==> src/rtl/lin_rsp_pkg.sv <==
package lin_rsp_pkg;
  localparam int MAX_BYTES = 8;
  localparam int LEN_W = $clog2(MAX_BYTES);
  localparam int IDX_W = $clog2(MAX_BYTES + 1);

  // Strobes from control to datapath
  typedef struct packed {
    logic             clr;     // new reception armed
    logic             shift;   // sample one data bit
    logic             commit;  // store finished data byte and add it to the sum
    logic             bitVal;  // synchronized line value
    logic [IDX_W-1:0] idx;     // index of the byte in flight
  } rspStrb_t;

  function automatic logic [7:0] addCarry(input logic [7:0] a, input logic [7:0] b);
    logic [8:0] s;
    s = {1'b0, a} + {1'b0, b};
    return s[7:0] + {7'd0, s[8]};
  endfunction
endpackage

==> src/rtl/lin_rsp_dp.sv <==
module lin_rsp_dp
  import lin_rsp_pkg::*;
(
  input  logic                   clk,
  input  logic                   rstN,
  input  rspStrb_t               strb,
  input  logic [7:0]             pid,
  input  logic                   enhanced,
  output logic [8*MAX_BYTES-1:0] dataOut,
  output logic [7:0]             shByte,
  output logic                   csumMatch
);
  logic [7:0] sumQ;
  logic [7:0] shQ;

  always_ff @(posedge clk or negedge rstN) begin
    if (!rstN) begin
      sumQ <= 8'd0;
      shQ  <= 8'd0;
    end else begin
      if (strb.clr) sumQ <= enhanced ? pid : 8'd0;
      else if (strb.commit) sumQ <= addCarry(sumQ, shQ);
      if (strb.shift) shQ <= {strb.bitVal, shQ[7:1]};
    end
  end

  for (genvar g = 0; g < MAX_BYTES; g++) begin : g_byte
    logic [7:0] byteQ;
    always_ff @(posedge clk or negedge rstN) begin
      if (!rstN) byteQ <= 8'd0;
      else if (strb.clr) byteQ <= 8'd0;
      else if (strb.commit && (strb.idx == IDX_W'(g))) byteQ <= shQ;
    end
    assign dataOut[8*g +: 8] = byteQ;
  end

  assign shByte    = shQ;
  assign csumMatch = (shQ == ~sumQ);


  idx_range_chk: assert property (@(posedge clk) disable iff (!rstN)
    strb.commit |-> (strb.idx < IDX_W'(MAX_BYTES)));
endmodule

==> src/rtl/lin_rsp_ctrl.sv <==
module lin_rsp_ctrl
  import lin_rsp_pkg::*;
#(
  parameter int OVS = 16
) (
  input  logic             clk,
  input  logic             rstN,
  input  logic             rxIn,
  input  logic             start,
  input  logic [LEN_W-1:0] dataLen,
  input  logic             afterHdr,
  input  logic [7:0]       shByte,
  input  logic             csumMatch,
  output rspStrb_t         strb,
  output logic             busy,
  output logic             doneP,
  output logic             frameErrP,
  output logic             csumErrP,
  output logic             zeroStopP
);
  localparam int CW   = $clog2(OVS);
  localparam int HALF = OVS / 2;

  typedef enum logic [2:0] {S_IDLE, S_HUNT, S_START, S_BITS, S_STOP} state_t;
  state_t           state;
  logic             rxMeta, rxS;
  logic [CW-1:0]    cnt;
  logic [2:0]       bitIdx;
  logic [IDX_W-1:0] byteIdx, lastIdx;
  logic             hdrQ;
  logic             bitTick, midStart;

  assign bitTick  = (cnt == CW'(OVS - 1));
  assign midStart = (cnt == CW'(HALF - 1));
  assign busy     = (state != S_IDLE);

  always_comb begin
    strb.clr    = (state == S_IDLE) && start;
    strb.shift  = (state == S_BITS) && bitTick;
    strb.commit = (state == S_STOP) && bitTick && rxS && (byteIdx != lastIdx);
    strb.bitVal = rxS;
    strb.idx    = byteIdx;
  end

  always_ff @(posedge clk or negedge rstN) begin
    if (!rstN) begin
      rxMeta    <= 1'b1;
      rxS       <= 1'b1;
      state     <= S_IDLE;
      cnt       <= '0;
      bitIdx    <= '0;
      byteIdx   <= '0;
      lastIdx   <= '0;
      hdrQ      <= 1'b0;
      doneP     <= 1'b0;
      frameErrP <= 1'b0;
      csumErrP  <= 1'b0;
      zeroStopP <= 1'b0;
    end else begin
      rxMeta    <= rxIn;
      rxS       <= rxMeta;
      doneP     <= 1'b0;
      frameErrP <= 1'b0;
      csumErrP  <= 1'b0;
      zeroStopP <= 1'b0;
      case (state)
        S_IDLE: if (start) begin
          lastIdx <= IDX_W'(dataLen) + IDX_W'(1);
          byteIdx <= '0;
          hdrQ    <= afterHdr;
          state   <= S_HUNT;
        end
        S_HUNT: if (!rxS) begin
          cnt   <= '0;
          state <= S_START;
        end
        S_START: begin
          if (midStart) begin
            cnt <= '0;
            if (rxS) begin
              frameErrP <= 1'b1;
              state     <= S_IDLE;
            end else begin
              bitIdx <= '0;
              state  <= S_BITS;
            end
          end else cnt <= cnt + CW'(1);
        end
        S_BITS: begin
          if (bitTick) begin
            cnt    <= '0;
            bitIdx <= bitIdx + 3'd1;
            if (bitIdx == 3'd7) state <= S_STOP;
          end else cnt <= cnt + CW'(1);
        end
        S_STOP: begin
          if (bitTick) begin
            cnt <= '0;
            if (!rxS) begin
              if (byteIdx == '0 && hdrQ && shByte == 8'h00) zeroStopP <= 1'b1;
              else frameErrP <= 1'b1;
              state <= S_IDLE;
            end else if (byteIdx == lastIdx) begin
              if (csumMatch) doneP <= 1'b1;
              else csumErrP <= 1'b1;
              state <= S_IDLE;
            end else begin
              byteIdx <= byteIdx + IDX_W'(1);
              state   <= S_HUNT;
            end
          end else cnt <= cnt + CW'(1);
        end
        default: state <= S_IDLE;
      endcase
    end
  end


  excl_pulse_chk: assert property (@(posedge clk) disable iff (!rstN)
    $onehot0({doneP, frameErrP, csumErrP, zeroStopP}));

  end_idle_chk: assert property (@(posedge clk) disable iff (!rstN)
    (doneP || frameErrP || csumErrP || zeroStopP) |-> !busy);

  done_busy_chk: assert property (@(posedge clk) disable iff (!rstN)
    $rose(doneP) |-> $past(busy));

  start_arm_chk: assert property (@(posedge clk) disable iff (!rstN)
    (start && !busy) |=> busy);
endmodule

==> src/rtl/lin_rsp_rx.sv <==
module lin_rsp_rx
  import lin_rsp_pkg::*;
#(
  parameter int OVS = 16
) (
  input  logic                   clk,
  input  logic                   rstN,
  input  logic                   rxIn,
  input  logic                   start,
  input  logic [LEN_W-1:0]       dataLen,
  input  logic [7:0]             pid,
  input  logic                   enhanced,
  input  logic                   afterHdr,
  output logic [8*MAX_BYTES-1:0] dataOut,
  output logic                   busy,
  output logic                   doneP,
  output logic                   frameErrP,
  output logic                   csumErrP,
  output logic                   zeroStopP
);
  rspStrb_t   strb;
  logic [7:0] shByte;
  logic       csumMatch;

  lin_rsp_ctrl #(.OVS(OVS)) i_ctrl (
    .clk(clk), .rstN(rstN), .rxIn(rxIn), .start(start), .dataLen(dataLen),
    .afterHdr(afterHdr), .shByte(shByte), .csumMatch(csumMatch), .strb(strb),
    .busy(busy), .doneP(doneP), .frameErrP(frameErrP), .csumErrP(csumErrP),
    .zeroStopP(zeroStopP)
  );

  lin_rsp_dp i_dp (
    .clk(clk), .rstN(rstN), .strb(strb), .pid(pid), .enhanced(enhanced),
    .dataOut(dataOut), .shByte(shByte), .csumMatch(csumMatch)
  );
endmodule

==> config.mk <==
export PLATFORM = sky130hd
export DESIGN_NAME = lin_rsp_rx
export DESIGN_NICKNAME = d
export VERILOG_FILES = /design/src/rtl/lin_rsp_pkg.sv /design/src/rtl/lin_rsp_dp.sv /design/src/rtl/lin_rsp_ctrl.sv /design/src/rtl/lin_rsp_rx.sv
export SDC_FILE = /design/constraint.sdc
export NUM_CORES = 1
export LEC_CHECK = 0
export BUFFER_PORTS_ARGS = -buffer_cell sky130_fd_sc_hd__buf_4
export CORE_ASPECT_RATIO = 1.75
export CORE_MARGIN = 3
export CORE_UTILIZATION = 61
export DETAILED_ROUTE_END_ITERATION = 16
export PLACE_DENSITY = 0.85
export SLEW_MARGIN = 20
export SYNTH_ARGS = -nofsm -noshare
export SYNTH_HDL_FRONTEND = slang
export SYNTH_HIERARCHICAL = 1
export SYNTH_SLANG_ARGS = --single-unit
==> constraint.sdc <==
create_clock -name clk -period 7.4 [get_ports clk]
set_input_delay 1.11 -clock clk [delete_from_list [all_inputs] [get_ports clk]]
set_output_delay 1.11 -clock clk [all_outputs]
set_load 0.01 [all_outputs]
==> results of run 1 <==
metrics by stage:
| stage | utilization, % | hold slack, ns | total power, mW |
|---|---|---|---|
| after floorplan | - | 0.345 | 1.35 |
| after global placement | 71.3 | 0.354 | 1.63 |
| after detailed placement | 71.3 | 0.356 | 1.67 |
| after CTS | 74.8 | 0.368 | 2.14 |
| after global routing | 74.8 | 0.368 | 2.27 |
| final | 74.8 | 0.366 | 2.14 |
registers in the layout (all words and copies together), names as in the netlist:
| name | count |
|---|---|
| i_ctrl/rxMeta | 1 |
| i_ctrl/byteIdx | 4 |
| i_ctrl/csumErrP | 1 |
| i_ctrl/frameErrP | 1 |
| i_ctrl/rxS | 1 |
| i_dp/shByte | 8 |
| i_ctrl/hdrQ | 1 |
| i_dp/g_byte.byteQ | 64 |
| i_ctrl/cnt | 4 |
| i_ctrl/doneP | 1 |
| i_dp/sumQ | 8 |
| i_ctrl/state | 3 |
| i_ctrl/lastIdx | 4 |
| i_ctrl/bitIdx | 3 |
| i_ctrl/zeroStopP | 1 |
logic make-up after synthesis:
family,Yosys count,share of synthesized area [%]
mux,79,15.2
xor+xnor,15,2.62
fa+ha+maj,17,4.15
simple gates,172,16.4
compound gates,67,8.48
buf+inv,44,3.60
flops,105,49.5
Yosys cell counts (all sizes together), types with 2 or more instances:
| library cell | count | area (um2) |
|---|---|---|
| buf | 9 | 58.8 |
| mux2 | 11 | 128 |
| dfstp | 2 | 52.6 |
| dfrtp | 103 | 2580 |
| nor4b | 2 | 17.5 |
| inv | 12 | 45.0 |
| nor3 | 5 | 36.3 |
| nor2 | 85 | 324 |
| nor2b | 3 | 18.8 |
| o21ai | 25 | 125 |
| a21o | 3 | 22.5 |
| xnor2 | 6 | 52.6 |
| nor4 | 4 | 55.1 |
| nand3 | 10 | 50.1 |
| or3b | 2 | 20.0 |
| and2 | 3 | 18.8 |
| nor3b | 5 | 42.5 |
| a21oi | 10 | 50.1 |
| xor2 | 9 | 86.3 |
| or4 | 2 | 15.0 |
| a22oi | 2 | 15.0 |
| clkbuf | 23 | 87.6 |
| a31o | 2 | 17.5 |
| a211oi | 9 | 77.6 |
| nand4 | 6 | 37.5 |
| o221ai | 2 | 17.5 |
| mux2i | 68 | 681 |
| nand2b | 10 | 65.1 |
| a22o | 4 | 35.0 |
| nand2 | 25 | 93.8 |
| ha | 16 | 200 |
| and3 | 5 | 36.3 |
| o22ai | 2 | 18.8 |
metal layers:
layer  global-route usage, %  vias up
li1                        -     1862
met1                    29.9     2019
met2                    49.0      151
met3                    4.59       27
met4                    13.4        0
met5                       0        -
cells in the final DEF, fill, tap and decap left out, types with 4 or more instances in the layout:
cell type,instances
dfrtp_1,103
buf_4,88
nor2_1,83
mux2i_1,68
nand2_1,25
o21ai_0,19
ha_1,16
inv_1,11
nand3_1,10
a21oi_1,10
mux2_2,10
clkbuf_16,9
nand2b_1,9
xor2_1,8
a211oi_1,7
nand4_1,6
xnor2_1,6
o21ai_1,6
nor3_1,4
a22o_1,4
and3_1,4
nor3b_1,4
area by class of cell:
type                    instances  area [um2]  share of cell area, %
flip-flops and latches        105        2630                   42.0
clock inverters                 6        55.1                  0.879
inverters                      12        45.0                  0.719
clock buffers                  10         239                   3.82
well taps                     115         144                   2.30
repair buffers                 88         661                   10.5
multi-input cells             350        2490                   39.7
final timing paths:
| kind | slack (ns) | startpoint | end |
|---|---|---|---|
| max reg2reg | 4.26 | i_dp/shByte[0] | i_dp/sumQ[4] |
| max in group asynchronous | 5.46 | rstN | i_dp/shByte[2] |
| min | 0.37 | i_ctrl/rxMeta | i_ctrl/rxS |
| min reg2reg | 0.37 | i_ctrl/rxMeta | i_ctrl/rxS |
| min in group asynchronous | 0.74 | rstN | i_ctrl/bitIdx[2] |
| max | 4.26 | i_dp/shByte[0] | i_dp/sumQ[4] |
power by group through the flow:
| stage | Sequential [mW] | Combinational (mW) | Clock (mW) |
|---|---|---|---|
| 3_5_place_dp | 0.932 | 0.735 | 0 |
| 4_1_cts | 0.926 | 0.737 | 0.478 |
| 5_1_grt | 0.949 | 0.815 | 0.503 |
| 2_1_floorplan | 0.897 | 0.449 | 0 |
| 3_3_place_gp | 0.924 | 0.704 | 0 |
| 6_report | 0.929 | 0.732 | 0.475 |
==> impl_metrics.tcl, run 1 <==
set metrics [dict create \
    status "complete, no violations" \
    pin_count 86 \
    crit_cells 12 \
    ys_warn_count 6 \
    wl_met2_um 6870 \
    start_util_pct 63.5 \
    grt_max_degree 68 \
    combPwrFrac_pct 34.3 \
    path_cells "ha_1 -> fa_1 -> a21o_1 -> a21oi_1 -> nor2_1 -> a211o_1 -> ha_1 -> and3_4 -> nor3b_2 -> xnor2_1 -> a211oi_1 -> a21o_1" \
    period_minus_slack_ns 3.14 \
    die_w_um 76.5 \
    grt_pass1_wl_um 20700 \
    core_mm2 0.00837 \
    grt_overflow_total 0 \
    p_per_area_mw_per_mm2 341 \
    final_max_slew_viol_count 0 \
    wl_met1_um 4820 \
    setup_ws_ns 4.26 \
    ys_seq_elements 105 \
    vias_per_cell 5.92 \
    rsz0062_at_grt "false" \
    cp.arrival_ns 3.43 \
    worstMarginPinSlew_ns 0.786 \
    synthArstFlopShare_pct 100 \
    seqPwrFrac_pct 43.5 \
    syn_inst 499 \
    drive_gt1_share_pct 23.6 \
    whs_path_depth 0 \
    final_cell_area_mm2 0.00626 \
    grt_usage_pct 26.7 \
    clk_latency_ns 0.35 \
    netlist_area_mm2 0.00531 \
    diodes 0 \
    irDropWorstVdd_mv 0.209 \
    cpPeakStageDelay_ns 0.50 \
    route.met3.wl_um 590 \
    drt_iter0_drc 249 \
    switching_share_pct 37.3 \
    antenna_found_initial 0 \
    hold_violations 0 \
    std_cell_rows 44 \
    max_freq_ghz 0.318 \
    p_sw_uw 796 \
    cts-root-buf "clkbuf_16" \
    internal_power_mw 1.34 \
    fin_tns_setup_ns 0 \
    post_drt_wl_per_cell_um 18.5 \
    final_nets 600 \
    stdcell_count 686 \
    worstSetupPathType "reg -> reg" \
    clkTransAtPathRegs_ns 0.07 \
    synthDistinctLibCells 63 \
    dpl_cell_area_mm2 0.00597 \
    drv_cap 0 \
    synth-main-ff-cell "dfrtp_1" \
    worst_setup_path_end_kind "register" \
    post_cts_buffers 0 \
    die_area_mm2 0.00990 \
    r2r_cells 12 \
    hold_class "reg -> reg" \
    first_pass_iters 5 \
    syn_to_final_growth_pct 17.9 \
    synth_fp_nets 533 \
    vias 4059 \
    detail-route-antenna-nets 0 \
    cts-resized-gates 0 \
    avgSynthCellArea_um2 10.6 \
    cpLargestDelayFamily "compound AO/OA/AOI/OAI gates" \
    finalCritPeriodShare_pct 42.4 \
    clock_skew_ns 0.00562 \
    num-fill-cells 598 \
    p_clk_share_pct 22.2 \
    seq_area_frac_synth_pct 49.5 \
    critPathSlowestCell "dfrtp_1" \
    p_leak_nw 3.42 \
    wirelength_um 12700 \
    htree_levels 3 \
    drc 0 \
    place_congestion 0.894 \
    synth_edf_count 0 \
    numPortBuffers 85 \
    die_y_um 129 \
    place_inst 670 \
    dp_hpwl_um 9040 \
    cts_buffer_depth 2 \
    worstPathRequired_ns 7.69 \
    worst_setup_path_start_kind "register" \
    first_global_vias 4199 \
    cts_tree "yes" \
    top_layer "met4" \
    dp_slack_ns 4.31 \
    critPathBufInv 0 \
    max_slew_margin_pct 47.6 \
    clock-sinks 105 \
    cts_buffers 9 \
    cp_max_fo 11 \
    postCtsHoldBufs 0 \
    setup_violations 0 \
]
Power figures use the tool's default switching activity.
==> run 2, diff against run 1 <==
Settings changed: CORE_UTILIZATION 61 to 57, PLACE_DENSITY 0.85 to 0.8.
Clock period 7.4 ns to 3.1 ns, I/O delays scaled along.
==> impl_metrics.tcl, run 2 (synthesis results as in run 1) <==
set metrics [dict create \
    status "complete, no violations" \
    drv_cap 0 \
    first_global_vias 4301 \
    clk_latency_ns 0.34 \
    max_slew_margin_pct 50.6 \
    clock-sinks 105 \
    vias_per_cell 5.77 \
    cp_max_fo 4 \
    final_max_slew_viol_count 0 \
    rsz0062_at_grt "false" \
    finalCritPeriodShare_pct 92.1 \
    hold_class "in -> async" \
    syn_to_final_growth_pct 21.1 \
    clock_skew_ns 0.00546 \
    largest_reg_flops 64 \
    antenna_found_initial 0 \
    dp_slack_ns 0.211 \
    clkTransAtPathRegs_ns 0.07 \
    final_cell_area_mm2 0.00643 \
    place_inst 687 \
    dp_hpwl_um 9100 \
    start_util_pct 58.4 \
    diodes 0 \
    period_minus_slack_ns 2.85 \
    cpPeakStageDelay_ns 0.40 \
    cts-root-buf "clkbuf_16" \
    setup_violations 0 \
    regMostFlops "i_dp/g_byte.byteQ" \
    detail-route-antenna-nets 0 \
    grt_pass1_wl_um 21000 \
    cts_buffer_depth 2 \
    std_cell_rows 46 \
    fin_tns_setup_ns 0 \
    numPortBuffers 85 \
    grt_usage_pct 25.6 \
    stdcell_count 702 \
    final_nets 612 \
    die_w_um 79.0 \
    htree_levels 3 \
    r2r_start "i_dp/shByte[0]" \
    path_cells "ha_1 -> fa_2 -> a21o_1 -> a21oi_1 -> nor2_1 -> a211o_1 -> ha_1 -> and3_4 -> nor3b_2 -> xnor2_1 -> a211oi_1 -> a21o_1" \
    critPathSlowestCell "dfrtp_1" \
    r2r_cells 12 \
    grt_max_degree 66 \
    die_y_um 134 \
    cts_tree "yes" \
    power_mw 5.30 \
    place_congestion 0.925 \
    irDropWorstVdd_mv 0.609 \
    cp-endpoint "i_dp/sumQ[4]" \
    layout_commonest_cell "dfrtp_1" \
    r2r_end "i_dp/sumQ[4]" \
    dpl_cell_area_mm2 0.00609 \
    whs_ns 0.188 \
    setup_ws_ns 0.246 \
    die_area_mm2 0.0106 \
    final_cell_mix "dfrtp_1, buf_4, nor2_1" \
    p_leak_nw 3.51 \
    first_pass_iters 5 \
    cts_buffers 9 \
    vias 4054 \
    drc 0 \
    worstSetupPathType "reg -> reg" \
    cp.arrival_ns 3.13 \
    pin_count 86 \
    grt_overflow_total 0 \
    fin_util_pct 70.7 \
    wirelength_um 12900 \
    core_mm2 0.00909 \
    drive_gt1_share_pct 25.3 \
    worstMarginPinSlew_ns 0.740 \
    hold_violations 0 \
    worst_setup_path_end_kind "register" \
    drt_iter0_drc 252 \
    worstSetupStartpoint "i_dp/shByte[0]" \
    postCtsHoldBufs 0 \
    max_freq_ghz 0.350 \
    worstPathRequired_ns 3.38 \
    worst_setup_path_start_kind "register" \
    post_drt_wl_per_cell_um 18.4 \
    p_per_area_mw_per_mm2 824 \
    rrSetupSlack_ns 0.25 \
]
run 2: cell types whose count changed in the layout (fill, tap and decap cells not counted), sizes merged:
cell	previous run	this run
buf	88	100
bufinv	0	3
inv	16	13
clkbuf	10	9
run 2: worst min path at each step:
stage                                  end  slack, ns     startpoint
after floorplan           i_ctrl/bitIdx[0]       0.17           rstN
after global placement          i_ctrl/rxS       0.35  i_ctrl/rxMeta
after detailed placement        i_ctrl/rxS       0.35  i_ctrl/rxMeta
after CTS                  i_ctrl/state[1]       0.21           rstN
after global routing         i_ctrl/rxMeta       0.21           rxIn
final                      i_ctrl/state[2]       0.19           rstN
run 2: what timing repair did:
item	CTS	global route
endpoints found under the setup margin	0	1
resized for setup	0	1
hold endpoints to repair	0	0
buffers inserted	0	0
run 2: worst max-delay path: cells and delay by family (launching register included):
family                   cells  cell delay, ns
flip-flops                   1            0.40
XOR/XNOR                     1            0.14
adder cells (fa/ha/maj)      3            0.87
AO/OA/AOI/OAI                5            1.00
AND/OR/NAND/NOR              3            0.39
run 2: area by class of cell:
| class | count | area, um2 |
|---|---|---|
| multi-input combinational | 350 | 2490 |
| tap | 120 | 150 |
| clock buffer | 9 | 225 |
| clock inverter | 6 | 115 |
| fill | 704 | 2660 |
| sequential | 105 | 2630 |
| inverter | 12 | 45.0 |
| timing repair buffer | 100 | 776 |
run 2: routing by layer:
metal	global-route usage [%]	wire length (um)
met5	0	0
met4	9.08	255
met3	5.55	533
met2	46.3	7290
met1	29.2	4810
run 2: power by group:
group	internal [mW]	switching [mW]
Sequential	1.78	0.341
Clock	0.789	0.492
Combinational	0.875	1.02
